===== config.mk =====
export PLATFORM = sky130hd
export DESIGN_NAME = wake_crc_matcher
export DESIGN_NICKNAME = d
export VERILOG_FILES = /design/src/rtl/wcm_pkg.sv /design/src/rtl/wcm_cfg_regs.sv /design/src/rtl/wcm_slot.sv /design/src/rtl/wake_crc_matcher.sv
export SDC_FILE = /design/constraint.sdc
export NUM_CORES = 1
export LEC_CHECK = 0
export BUFFER_PORTS_ARGS = -buffer_cell sky130_fd_sc_hd__buf_2
export CELL_PAD_IN_SITES_DETAIL_PLACEMENT = 2
export CELL_PAD_IN_SITES_GLOBAL_PLACEMENT = 2
export CORE_ASPECT_RATIO = 0.75
export CORE_MARGIN = 5
export CORE_UTILIZATION = 48
export DETAILED_ROUTE_END_ITERATION = 10
export GPL_TIMING_DRIVEN = 1
export PLACE_DENSITY_LB_ADDON = 0.2
export SLEW_MARGIN = 0
export SYNTH_ARGS = -nofsm -noshare
export SYNTH_HDL_FRONTEND = slang
export SYNTH_SLANG_ARGS = --single-unit
export TNS_END_PERCENT = 50

===== constraint.sdc =====
create_clock -name clk -period 6.2 [get_ports clk]
set_input_delay 0.62 -clock clk [delete_from_list [all_inputs] [get_ports clk]]
set_output_delay 0.62 -clock clk [all_outputs]
set_load 0.02 [all_outputs]

===== src/rtl/wcm_pkg.sv =====
package wcm_pkg;

  localparam logic [31:0] CRC_POLY_REFL = 32'hEDB88320;
  localparam logic [31:0] CRC_PRESET    = 32'hFFFFFFFF;

  // one byte step of the reflected CRC-32, lsb of the byte first
  function automatic logic [31:0] crc32_step(input logic [31:0] c_in, input logic [7:0] d);
    logic [31:0] c;
    c = c_in;
    for (int i = 0; i < 8; i++) begin
      if (c[0] ^ d[i]) c = (c >> 1) ^ CRC_POLY_REFL;
      else             c = c >> 1;
    end
    return c;
  endfunction

endpackage


===== src/rtl/wcm_cfg_regs.sv =====
module wcm_cfg_regs #(
  parameter int SLOTS = 4,
  parameter int WORDS = 4,
  parameter int DW    = 16,
  parameter int AW    = 5
) (
  input  logic                      clk,
  input  logic                      rst_n,
  input  logic                      we,
  input  logic [AW-1:0]             addr,
  input  logic [DW-1:0]             wdata,
  output logic [DW-1:0]             rdata,
  output logic [SLOTS*WORDS*DW-1:0] mask_flat,
  output logic [SLOTS*2*DW-1:0]     crc_flat
);
  localparam int SB = AW - 3;

  logic [DW-1:0] mask_q [SLOTS][WORDS];
  logic [DW-1:0] clo_q  [SLOTS];
  logic [DW-1:0] chi_q  [SLOTS];

  logic [SB-1:0] a_slot;
  logic [2:0]    a_reg;
  assign a_slot = addr[AW-1:3];
  assign a_reg  = addr[2:0];

  always_ff @(posedge clk or negedge rst_n) begin
    if (!rst_n) begin
      for (int s = 0; s < SLOTS; s++) begin
        clo_q[s] <= '0;
        chi_q[s] <= '0;
        for (int w = 0; w < WORDS; w++) mask_q[s][w] <= '0;
      end
    end else if (we) begin
      for (int s = 0; s < SLOTS; s++) begin
        if (a_slot == SB'(s)) begin
          for (int w = 0; w < WORDS; w++)
            if (a_reg == 3'(w)) mask_q[s][w] <= wdata;
          if (a_reg == 3'd4) clo_q[s] <= wdata;
          if (a_reg == 3'd5) chi_q[s] <= wdata;
        end
      end
    end
  end

  always_comb begin
    rdata = '0;
    for (int s = 0; s < SLOTS; s++) begin
      if (a_slot == SB'(s)) begin
        for (int w = 0; w < WORDS; w++)
          if (a_reg == 3'(w)) rdata = mask_q[s][w];
        if (a_reg == 3'd4) rdata = clo_q[s];
        if (a_reg == 3'd5) rdata = chi_q[s];
      end
    end
  end

  for (genvar s = 0; s < SLOTS; s++) begin : g_flat
    for (genvar w = 0; w < WORDS; w++) begin : g_word
      assign mask_flat[(s*WORDS+w)*DW +: DW] = mask_q[s][w];
    end
    assign crc_flat[s*2*DW +: 2*DW] = {chi_q[s], clo_q[s]};
  end

endmodule


===== src/rtl/wcm_slot.sv =====
module wcm_slot #(
  parameter int CW = 32
) (
  input  logic          clk,
  input  logic          rst_n,
  input  logic          restart,
  input  logic          byte_en,
  input  logic          byte_sel,
  input  logic [7:0]    byte_in,
  input  logic          done,
  input  logic          slot_en,
  input  logic [CW-1:0] exp_crc,
  output logic          hit
);
  import wcm_pkg::*;

  logic [CW-1:0] crc_q;
  logic [CW-1:0] crc_final;

  always_ff @(posedge clk or negedge rst_n) begin
    if (!rst_n)                   crc_q <= CRC_PRESET;
    else if (restart)             crc_q <= CRC_PRESET;
    else if (byte_en && byte_sel) crc_q <= crc32_step(crc_q, byte_in);
  end

  assign crc_final = ~crc_q;
  assign hit       = done && slot_en && (crc_final == exp_crc);

endmodule


===== src/rtl/wake_crc_matcher.sv =====
module wake_crc_matcher #(
  parameter int SLOTS = 4,
  parameter int WORDS = 4,
  parameter int DW    = 16,
  parameter int AW    = $clog2(SLOTS) + 3
) (
  input  logic             clk,
  input  logic             rst_n,
  input  logic             rx_sof,
  input  logic             rx_valid,
  input  logic             rx_eof,
  input  logic [7:0]       rx_data,
  input  logic             cfg_we,
  input  logic [AW-1:0]    cfg_addr,
  input  logic [DW-1:0]    cfg_wdata,
  output logic [DW-1:0]    cfg_rdata,
  output logic [SLOTS-1:0] wake_hit,
  output logic             wake_any
);
  localparam int WIN = WORDS * DW;
  localparam int SW  = $clog2(WIN);
  localparam int IW  = $clog2(WIN + 1);

  logic [SLOTS*WIN-1:0]  mask_flat;
  logic [SLOTS*2*DW-1:0] crc_flat;
  logic [IW-1:0]         idx_q;
  logic                  frame_done;
  logic                  byte_ok;
  logic                  in_win;
  logic [SLOTS-1:0]      slot_en;
  logic [SLOTS-1:0]      slot_sel;

  wcm_cfg_regs #(.SLOTS(SLOTS), .WORDS(WORDS), .DW(DW), .AW(AW)) u_regs (
    .clk(clk), .rst_n(rst_n), .we(cfg_we), .addr(cfg_addr), .wdata(cfg_wdata),
    .rdata(cfg_rdata), .mask_flat(mask_flat), .crc_flat(crc_flat)
  );

  assign byte_ok = rx_valid && !rx_sof;
  assign in_win  = idx_q < IW'(WIN);

  always_ff @(posedge clk or negedge rst_n) begin
    if (!rst_n) begin
      idx_q      <= '0;
      frame_done <= 1'b0;
    end else begin
      frame_done <= byte_ok && rx_eof;
      if (rx_sof)                idx_q <= '0;
      else if (byte_ok && in_win) idx_q <= idx_q + 1'b1;
    end
  end

  for (genvar s = 0; s < SLOTS; s++) begin : g_slot
    logic [WIN-1:0] smask;
    assign smask       = mask_flat[s*WIN +: WIN];
    assign slot_en[s]  = |smask;
    assign slot_sel[s] = in_win && smask[idx_q[SW-1:0]];

    wcm_slot #(.CW(2*DW)) u_slot (
      .clk(clk), .rst_n(rst_n), .restart(rx_sof), .byte_en(byte_ok),
      .byte_sel(slot_sel[s]), .byte_in(rx_data), .done(frame_done),
      .slot_en(slot_en[s]), .exp_crc(crc_flat[s*2*DW +: 2*DW]), .hit(wake_hit[s])
    );
  end

  assign wake_any = |wake_hit;

endmodule


* Yosys cells after proc, flatten, opt, wreduce, memory -nomap -nowiden
Cells that the tools add are included.
W data, S select, Z words.
** Storage, ports and cells
- Bits in registers :: 520
- Bits of input ports :: 35
- Output and inout bits :: 21
- Word-level logic and storage cells :: 303
** Operators by class
- Add/subtract/negate cells :: 1
- Order comparisons :: 2
- Eq/ne operators :: 12
- Multiplexer cells :: 134
- Bitwise logic cells :: 68
- Reduce and logical (&&, ||, !) cells :: 56
** Operators by type and width (count)
- $mux W32 :: 96
- $mux W16 :: 28
- $not A13 Y14 :: 32
- $reduce_or A64 Y1 :: 4
- $eq A32 B32 Y1 :: 4
- $not A32 Y32 :: 4
- $reduce_and A3 Y1 :: 24
- $xor A1 B1 Y1 :: 32
- $bmux W1 S6 :: 4
- $logic_and A1 B1 Y1 :: 19
- $mux W7 :: 2
- $reduce_bool A2 Y1 :: 5
- $add A7 B1 Y7 const B :: 1
- $lt A6 B7 Y1 const B :: 1
- $lt A7 B7 Y1 const B :: 1
- $eq A3 B2 Y1 const B :: 2
- $eq A3 B3 Y1 const B :: 2
- $eq A2 B2 Y1 const B :: 2
- $mux W1 :: 4
- $reduce_or A4 Y1 :: 1
- $eq A3 B1 Y1 const B :: 1
- $logic_not A3 Y1 :: 1
- $eq A2 B1 Y1 const B :: 1
- $logic_not A2 Y1 :: 1
- $logic_not A1 Y1 :: 1

* Logic depth before layout (Yosys ltp)
Gate-level depths: netlist of run 1.
- Depth in word-level cells :: 34
- Mapped depth :: 11
- Depth with buffers taken out :: 6

* Modules after synthesis
From an unflattened synthesis of run 1, not the netlist that was laid out.
** Unflattened totals
- Cell total of the unflattened synthesis :: 2665
- Area total of the unflattened synthesis :: 31246.2 sq um
** Modules (own cells, without submodules)
- wcm_cfg_regs :: times used 1, cells an instance 1442, area an instance 18529.0 sq um, sequential area each 9609.2 sq um
- wcm_slot :: times used 4, cells an instance 229, area an instance 2377.3 sq um, sequential area each 840.8 sq um
- wake_crc_matcher :: times used 1, cells an instance 307, area an instance 3208.1 sq um, sequential area each 200.2 sq um

* Worst setup path after synthesis of run 1
Ideal clock, no wire load.
- Kind :: input port to output port
- From :: input cfg_addr[0]
- To :: output cfg_rdata[12]
- Data arrival time :: 2.573 ns
- Data required time :: 5.580 ns
- Setup slack :: 3.007 ns
- Cell stages on the path :: 9
- Path buffers :: 4
- Path through :: buf_2 > buf_2 > buf_2 > buf_1 > nand2_1 > o221a_2 > a41oi_1 > o32ai_1 > a41oi_1
** On the way
- Word-level cells in the longest chain between the ends :: 29
- Elaborated cells on any way between the ends :: 34
- Those cells by class :: 5 x eq/ne; 28 x mux; 1 x reduce/logical
** RTL lines
- from (decl) :: line wake_crc_matcher.sv:14 : input logic [AW-1:0] cfg_addr,
- $logic_not A3 Y1 :: line wcm_cfg_regs.sv:51 : if (a_reg == 3'(w)) rdata = mask_q[s][w];
- $mux W16 (4 in series) :: line wcm_cfg_regs.sv:51
- $mux W16 :: line wcm_cfg_regs.sv:52 : if (a_reg == 3'd4) rdata = clo_q[s];
- $mux W16 :: line wcm_cfg_regs.sv:53 : if (a_reg == 3'd5) rdata = chi_q[s];
- $mux W16 :: line wcm_cfg_regs.sv:49 : if (a_slot == SB'(s)) begin
- $mux W16 (4 in series) :: line wcm_cfg_regs.sv:51
- $mux W16 :: line wcm_cfg_regs.sv:52
- $mux W16 :: line wcm_cfg_regs.sv:53
- $mux W16 :: line wcm_cfg_regs.sv:49
- $mux W16 (4 in series) :: line wcm_cfg_regs.sv:51
- $mux W16 :: line wcm_cfg_regs.sv:52
- $mux W16 :: line wcm_cfg_regs.sv:53
- $mux W16 :: line wcm_cfg_regs.sv:49
- $mux W16 (4 in series) :: line wcm_cfg_regs.sv:51
- $mux W16 :: line wcm_cfg_regs.sv:52
- $mux W16 :: line wcm_cfg_regs.sv:53
- $mux W16 * :: line wcm_cfg_regs.sv:49
- to (decl) :: line wake_crc_matcher.sv:16 : output logic [DW-1:0] cfg_rdata,
Mark *: on every way between the ends. The rest lies on a longest branch, timed or not.

* Final worst setup path of run 1
- From :: register u_regs.mask_q (netlist bit u_regs.mask_flat[244])
- To :: output wake_any
** On the way
- Word-level cells in the longest chain between the ends :: 4
** RTL lines
- from (decl) :: line wcm_cfg_regs.sv:18 : logic [DW-1:0] mask_q [SLOTS][WORDS];
- from (signal, indexed assignment) :: line wcm_cfg_regs.sv:38 : if (a_reg == 3'(w)) mask_q[s][w] <= wdata;
- $reduce_or A64 Y1 :: line wake_crc_matcher.sv:55 : assign slot_en[s] = |smask;
- $logic_and A1 B1 Y1 (2 in series) :: line wcm_slot.sv:27 : assign hit = done && slot_en && (crc_final == exp_crc);
- $reduce_or A4 Y1 :: line wake_crc_matcher.sv:65 : assign wake_any = |wake_hit;
- to (decl) :: line wake_crc_matcher.sv:18 : output logic wake_any
No other way between the ends.

==> out/results.ini, run 1 <==
[sta]
worst_hold_slack_ns=0.270
relSlewSlack_pct=-0.974
layout_min_cycle_time_ns=4.62
min_period_over_period_pct=74.5
finClkSkew_ns=0.0184
tightest_slew_ns=1.50
finalSetupTns_ns=0
setup_viol=0
maxSlewViolCount=3
rsz0062_at_grt=no
finalHoldViolations=0
clock.fmax_ghz=0.217

[worst_hold_path]
whs_path_depth=2
min_to=frame_done
min_from=rx_eof
hp-class=input pin to flop

[worst_setup_path]
rrSetupSlack_ns=2.05
path_buf_inv=1
crit_type=flop to output pin
cp_data_required_time_ns=5.58
reg2reg_from=idx_q[2]
cp_max_fo=4
slowest_delay_ns=0.98
r2r_end=g_slot[1].u_slot.crc_q[13]
cpMostUsedCell=nor4_1
reg2regPathDepth=7
worstSetupStartpointType=flop
cp.arrival_ns=4.00
slowest_stage=nor4_1
path_cells=nor4_1, nand4_1, nor4_1, nor4_1, or4_1, buf_2
setup.worst_path.end_class=output pin
path_delay_family=simple AND/OR/NAND/NOR gates

[synth]
synth_fa_ha_area_share_pct=0.0400
synth.distinct_cells=78
synth_edf_count=0
synth_area_sq_um=31300
synth_compound_area_share_pct=6.38
synth_nets=2724
yosys-top-cells-count=406 x mux2_2, 392 x dfrtp_1, 330 x xnor2_1
avgSynthCellArea_sq_um=11.6
ys_seq_elements=520
synth-xor-area-share_pct=12.4
synth_top_area_share_pct=31.3
yosys.area.top_type=dfrtp_1
synthTopCellsByArea=dfrtp_1 31%, mux2_2 15%, dfstp_2 11%, xnor2_1 9.2%, mux2i_1 6.6%
synth_most_common_cell=mux2_2
synth_simple_gate_area_share_pct=7.59
ys.flop_type=dfrtp_1
ys_warn_count=0
synth_top_family_by_area=multiplexers
postSynth.asyncResetShare_pct=100
muxShareOfSynthArea_pct=27.4
syn_inst=2688
synth.yosys.seq_area_share_pct=42.1

[floorplanning]
core_area_sq_um=64900
die-area_sq_um=70500
start_util_pct=48.3
dieWidth_microns=305
rows=81
io_pins=56
die_h_microns=231

[detailed_routing]
wl_met3_microns=11800
avgViaCountPerCell=6.69
drt_iter0_drc=2718
dr_wl_met2_microns=60500
drt_first_pass_iters=5
drc=0
met1_length_microns=54200
maxUsedRoutingLayer=met4
postRouteAntennaNets=0
via_count=23900
routed_wl_microns=132000
routedWlPerCell_microns=36.8

[power_and_ir_drop]
powerDensity_nw_per_um2=471
p_leak_nw=14.3
peakVddDrop_mv=0.333

[placed_design]
port_buffers=55
gp_congestion=1.02
dpl.hpwl_microns=92100
dp.cells=3468

[cells_and_area]
layout-area-overhead-vs-synth_pct=9.13
fin_nets=2691
drive_above_1_share_pct=30.1
layout.cells.non_filler=3576

[clocking]
clk_pin_slew_ns=0.07
clock-sinks=520
htree_levels=2
root_buffer=clkbuf_16
cts_inserted_buffers=55
post_cts_buffers=0
clock_path_buffers=3
insertion_delay_ns=0.65
cts_tree=done

[global_route]
globalRouteOverflowTotal=0
grt.total_usage_pct=36.7
antenna_found_initial=6
grt_max_degree=171
grt_pass1_vias=26200
grt_first_pass_wirelength_microns=192000

[outcome]
violations=capacitance limit, slew limit
status=complete, but fails checks

[job]
max_cap_viol_count=1

## metal layers
metal | vias up | track usage [%]
li1 | 9635 | -
met1 | 12800 | 49.1
met2 | 1184 | 59.1
met3 | 298 | 9.26
met4 | 0 | 12.2
met5 | - | 0
## kinds of logic (layout without fill, tap and decap cells)
family                     Yosys count  in the layout
adders and majority gates            1              1
xor gates and xnor gates           409            409
muxes                              701            701
other                                0              4
AOI/OAI and AO/OA                  293            293
and+or+nand+nor                    485            485
DFF                                520            520
buffers and inverters              279            292
## placed cells by master, fill, tap and decap left out, types with 52 or more instances in the layout
cell type  synthesis  layout
nor4_1           100     100
a21oi_1           55      55
mux2_2           406     406
dfrtp_1          392     389
nand2_1           61      61
clkbuf_16          0      55
nor2_1           191     190
inv_1             88      88
mux2i_1          207     207
xnor2_1          330     330
o21ai_0           65      65
xor2_1            52      52
dfstp_2          128     128
## registers in the layout, indices dropped and copies added (netlist names)
signal	count
frame_done	1
g_slot.u_slot.crc_q	128
idx_q	7
u_regs.crc_flat	128
u_regs.mask_flat	256
## how the worst max path moves through the flow
stage,startpoint,end,slack (ns),cells past startpoint
floorplan,cfg_addr[0],cfg_rdata[12],3.01,9
global placement,cfg_addr[1],cfg_rdata[13],2.07,8
detailed placement,cfg_addr[0],cfg_rdata[12],1.98,8
CTS,u_regs.mask_flat[230],wake_any,1.66,6
global route,cfg_addr[2],cfg_rdata[12],1.70,9
finish,u_regs.mask_flat[244],wake_any,1.58,6
## where the power goes
group          total [mW]  switching [mW]  internal (mW)
Sequential           5.78            1.33           4.44
Combinational        6.59            3.44           3.15
Clock                3.71            1.54           2.17
## metrics by stage
step	utilization, %	power [mW]	worst slack (ns)	cell area [sq um]
2_1_floorplan	-	10.1	3.01	31300
3_3_place_gp	49.6	11.6	2.07	32200
3_5_place_dp	49.6	12.1	1.98	32200
4_1_cts	52.7	16.1	1.66	34200
5_1_grt	52.7	16.8	1.70	34200
6_report	52.7	16.1	1.58	34200
## repair_timing
action | in CTS | in global routing
endpoints found under the hold margin | 1 | 0
resized for setup | 0 | 0
hold buffers | 1 | 0
## final cells by class
type                    instances  area, sq um
inverters                      89          334
fillers                      6232        30700
multi-input cells            1889        16900
repair buffers                100          689
well taps                     871         1090
diodes                          4         10.0
flip-flops and latches        520        13200
clock inverters                26          422
clock buffers                  77         1550
Power figures use the tool's default switching activity.
==> run 2: changes to the inputs <==
--- a/config.mk
+++ b/config.mk
@@ -5,12 +5,13 @@
 export SDC_FILE = /design/constraint.sdc
 export NUM_CORES = 1
 export LEC_CHECK = 0
+export ABC_AREA = 1
 export BUFFER_PORTS_ARGS = -buffer_cell sky130_fd_sc_hd__buf_2
 export CELL_PAD_IN_SITES_DETAIL_PLACEMENT = 2
 export CELL_PAD_IN_SITES_GLOBAL_PLACEMENT = 2
 export CORE_ASPECT_RATIO = 0.75
 export CORE_MARGIN = 5
-export CORE_UTILIZATION = 48
+export CORE_UTILIZATION = 34
 export DETAILED_ROUTE_END_ITERATION = 10
 export GPL_TIMING_DRIVEN = 1
 export PLACE_DENSITY_LB_ADDON = 0.2
==> constraint.sdc (replaced) <==
create_clock -name clk -period 4.2 [get_ports clk]
set_input_delay 0.42 -clock clk [delete_from_list [all_inputs] [get_ports clk]]
set_output_delay 0.42 -clock clk [all_outputs]
set_load 0.02 [all_outputs]
==> out/results.ini, run 2 <==
[synth]
syn_inst=4159
ys_warn_count=0
ys_seq_elements=520
yosys.area.top_type=dfrtp_1
ys.flop_type=dfrtp_1
synth_area_sq_um=31100
synth.yosys.seq_area_share_pct=42.4
synth_edf_count=0
yosys-top-cells-count=935 x nand2_1, 671 x o21ai_0, 392 x dfrtp_1
postSynth.asyncResetShare_pct=100
synth_nets=4195
synth_top_area_share_pct=31.6
avgSynthCellArea_sq_um=7.48
synth_most_common_cell=nand2_1
synth.distinct_cells=55
synthTopCellsByArea=dfrtp_1 32%, nand2_1 11%, dfstp_2 11%, o21ai_0 11%, xor2_1 5.5%

[sta]
finalHoldViolations=0
clock.fmax_ghz=0.239
min_period_over_period_pct=99.6
layout_min_cycle_time_ns=4.18
rsz0062_at_grt=yes
relSlewSlack_pct=11.3
setup_viol=0
finalSetupTns_ns=0
maxSlewViolCount=0
tightest_slew_ns=1.33
finClkSkew_ns=0.0321

[power_and_ir_drop]
p_leak_nw=16.0
finalPower_mw=24.1
peakVddDrop_mv=0.386
powerDensity_nw_per_um2=676

[worst_setup_path]
cp.arrival_ns=3.76
worstSetupStartpointType=flop
crit_type=flop to output pin
setup.worst_path.end_class=output pin
cp_max_fo=4
cp_data_required_time_ns=3.78

[clocking]
root_buffer=clkbuf_16
cts_inserted_buffers=59
clk_pin_slew_ns=0.06
insertion_delay_ns=0.68
htree_levels=2
clock-sinks=520
clock_path_buffers=3
cts_tree=done

[cells_and_area]
register_area_sq_um=13200
layout_commonest_cell=nand2_1
layout-area-overhead-vs-synth_pct=14.4
largest_register_ffs=256
fillers=10600
multi_input_area_sq_um=15800
final_cell_mix=894 x nand2_1, 669 x o21ai_0, 383 x dfrtp_1, 365 x nor2_1, 305 x inv_1
drive_above_1_share_pct=14.1
fin_area_sq_um=35600
final_util_pct=39.1
fin_nets=4202

[placed_design]
dpl.hpwl_microns=111000
port_buffers=55
gp_congestion=0.946
placed_area_sq_um=33100

[detailed_routing]
routedWlPerCell_microns=28.4
postRouteAntennaNets=0
drc=0
via_count=31500
routed_wl_microns=154000
drt_first_pass_iters=5
drt_iter0_drc=2592
avgViaCountPerCell=5.78

[worst_hold_path]
hp-class=input pin to flop

[floorplanning]
dieWidth_microns=359
rows=96
start_util_pct=34.1
die-area_sq_um=97700
core_area_sq_um=91000
io_pins=56
die_h_microns=272

[global_route]
globalRouteOverflowTotal=0
grtUsageMet1_pct=42.4
antenna_found_initial=11
grt_first_pass_wirelength_microns=225000
grt.total_usage_pct=30.6
grt_max_degree=108
use_met3_pct=4.69
use_met2_pct=49.7
grt_pass1_vias=32800
grt_busiest_layer=met2

[outcome]
status=complete, no violations

[job]
max_cap_viol_count=0

[run 2: cell types whose count changed after synthesis, sizes merged, moves of 33 or more]
cell,change
a21oi,+246
clkbuf,+60
inv,+243
mux2,-419
mux2i,-207
mux4,-75
nand2,+875
nor2,+184
o21ai,+621
or2,+33
xnor2,-259
xor2,+140
[run 2: kinds of logic (layout without fill, tap and decap cells)]
| family | count (synthesis) | after routing | share of synthesized area (%) |
|---|---|---|---|
| and+or+nand+nor | 1517 | 1517 | 19.9 |
| AOI/OAI and AO/OA | 1235 | 1235 | 22.1 |
| buffers and inverters | 607 | 663 | 7.73 |
| DFF | 520 | 520 | 42.4 |
| xor gates and xnor gates | 279 | 279 | 7.88 |
| adders and majority gates | 1 | 1 | 0.0402 |
| other | 0 | 6 | 0 |
[run 2: worst paths after layout]
kind / start / end / slack, ns / cells past startpoint
min: cfg_wdata[10] / u_regs.mask_flat[74] / 0.15 / 3
max reg2reg: idx_q[1] / g_slot[2].u_slot.crc_q[20] / 0.63 / 12
max: u_regs.mask_flat[35] / cfg_rdata[3] / 0.02 / 22
min in group asynchronous: rst_n / u_regs.mask_flat[249] / 0.37 / 2
min reg2reg: u_regs.crc_flat[48] / u_regs.crc_flat[48] / 0.49 / 2
max in group asynchronous: rst_n / g_slot[0].u_slot.crc_q[8] / 2.63 / 3
[run 2: repair_timing]
action / 4_1_cts / 5_1_grt
hold buffers: 2 / 0
hold endpoints to repair: 35 / 0
resized for setup: 5 / 80
setup endpoints to repair: 5 / 12
buffers inserted: 0 / 20
pin swaps: 1 / 22
[run 2: where the power goes]
part           internal, mW  switching, mW
clock                  3.17           2.45
sequential             6.76           1.74
combinational          3.72           6.22
total                  13.6           10.4
[run 2: layout make-up]
type	instances	share of cell area, %
inverter	339	3.58
clock buffer	71	4.42
tap	1225	4.31
multi-input combinational	3032	44.4
sequential	520	37.1
timing repair buffer	214	4.97
clock inverter	39	1.24
antenna	6	0.0422
[run 2: worst max-delay path, cell delays in order (launching register included)]
cell       delay (ns)
dfrtp_1          0.45
a22oi_2          0.27
o2111ai_1        0.20
o211ai_2         0.17
nand2_1          0.13
nand2_1          0.08
nand2_1          0.05
nand2_1          0.07
nand2_1          0.06
a21oi_1          0.13
buf_4            0.17
o21ai_1          0.07
nand2_1          0.12
nand2_1          0.09
nand2_1          0.12
nand3_1          0.16
nand2_1          0.10
nand2_1          0.08
nand2_1          0.07
nand2_1          0.09
a21oi_1          0.15
nor2_1           0.09
buf_2            0.17
[run 2: stage by stage]
stage               hold WS, ns  std cells  setup slack, ns
floorplan                 0.124       4159             1.16
finish                    0.155       5446           0.0164
global placement          0.465       5308           0.0184
detailed placement        0.474       5308          0.00936
CTS                       0.101       5420          -0.0221
global route              0.146       5440          -0.0782
[run 2: metal layers]
| layer | wire length [microns] | part of all wire (%) | vias up |
|---|---|---|---|
| met1 | 68300 | 44 | 16300 |
| met3 | 10600 | 6.9 | 252 |
| li1 | - | - | 13900 |
| met4 | 4950 | 3.2 | 6 |
| met5 | 41 | 0.027 | - |
| met2 | 70600 | 46 | 967 |
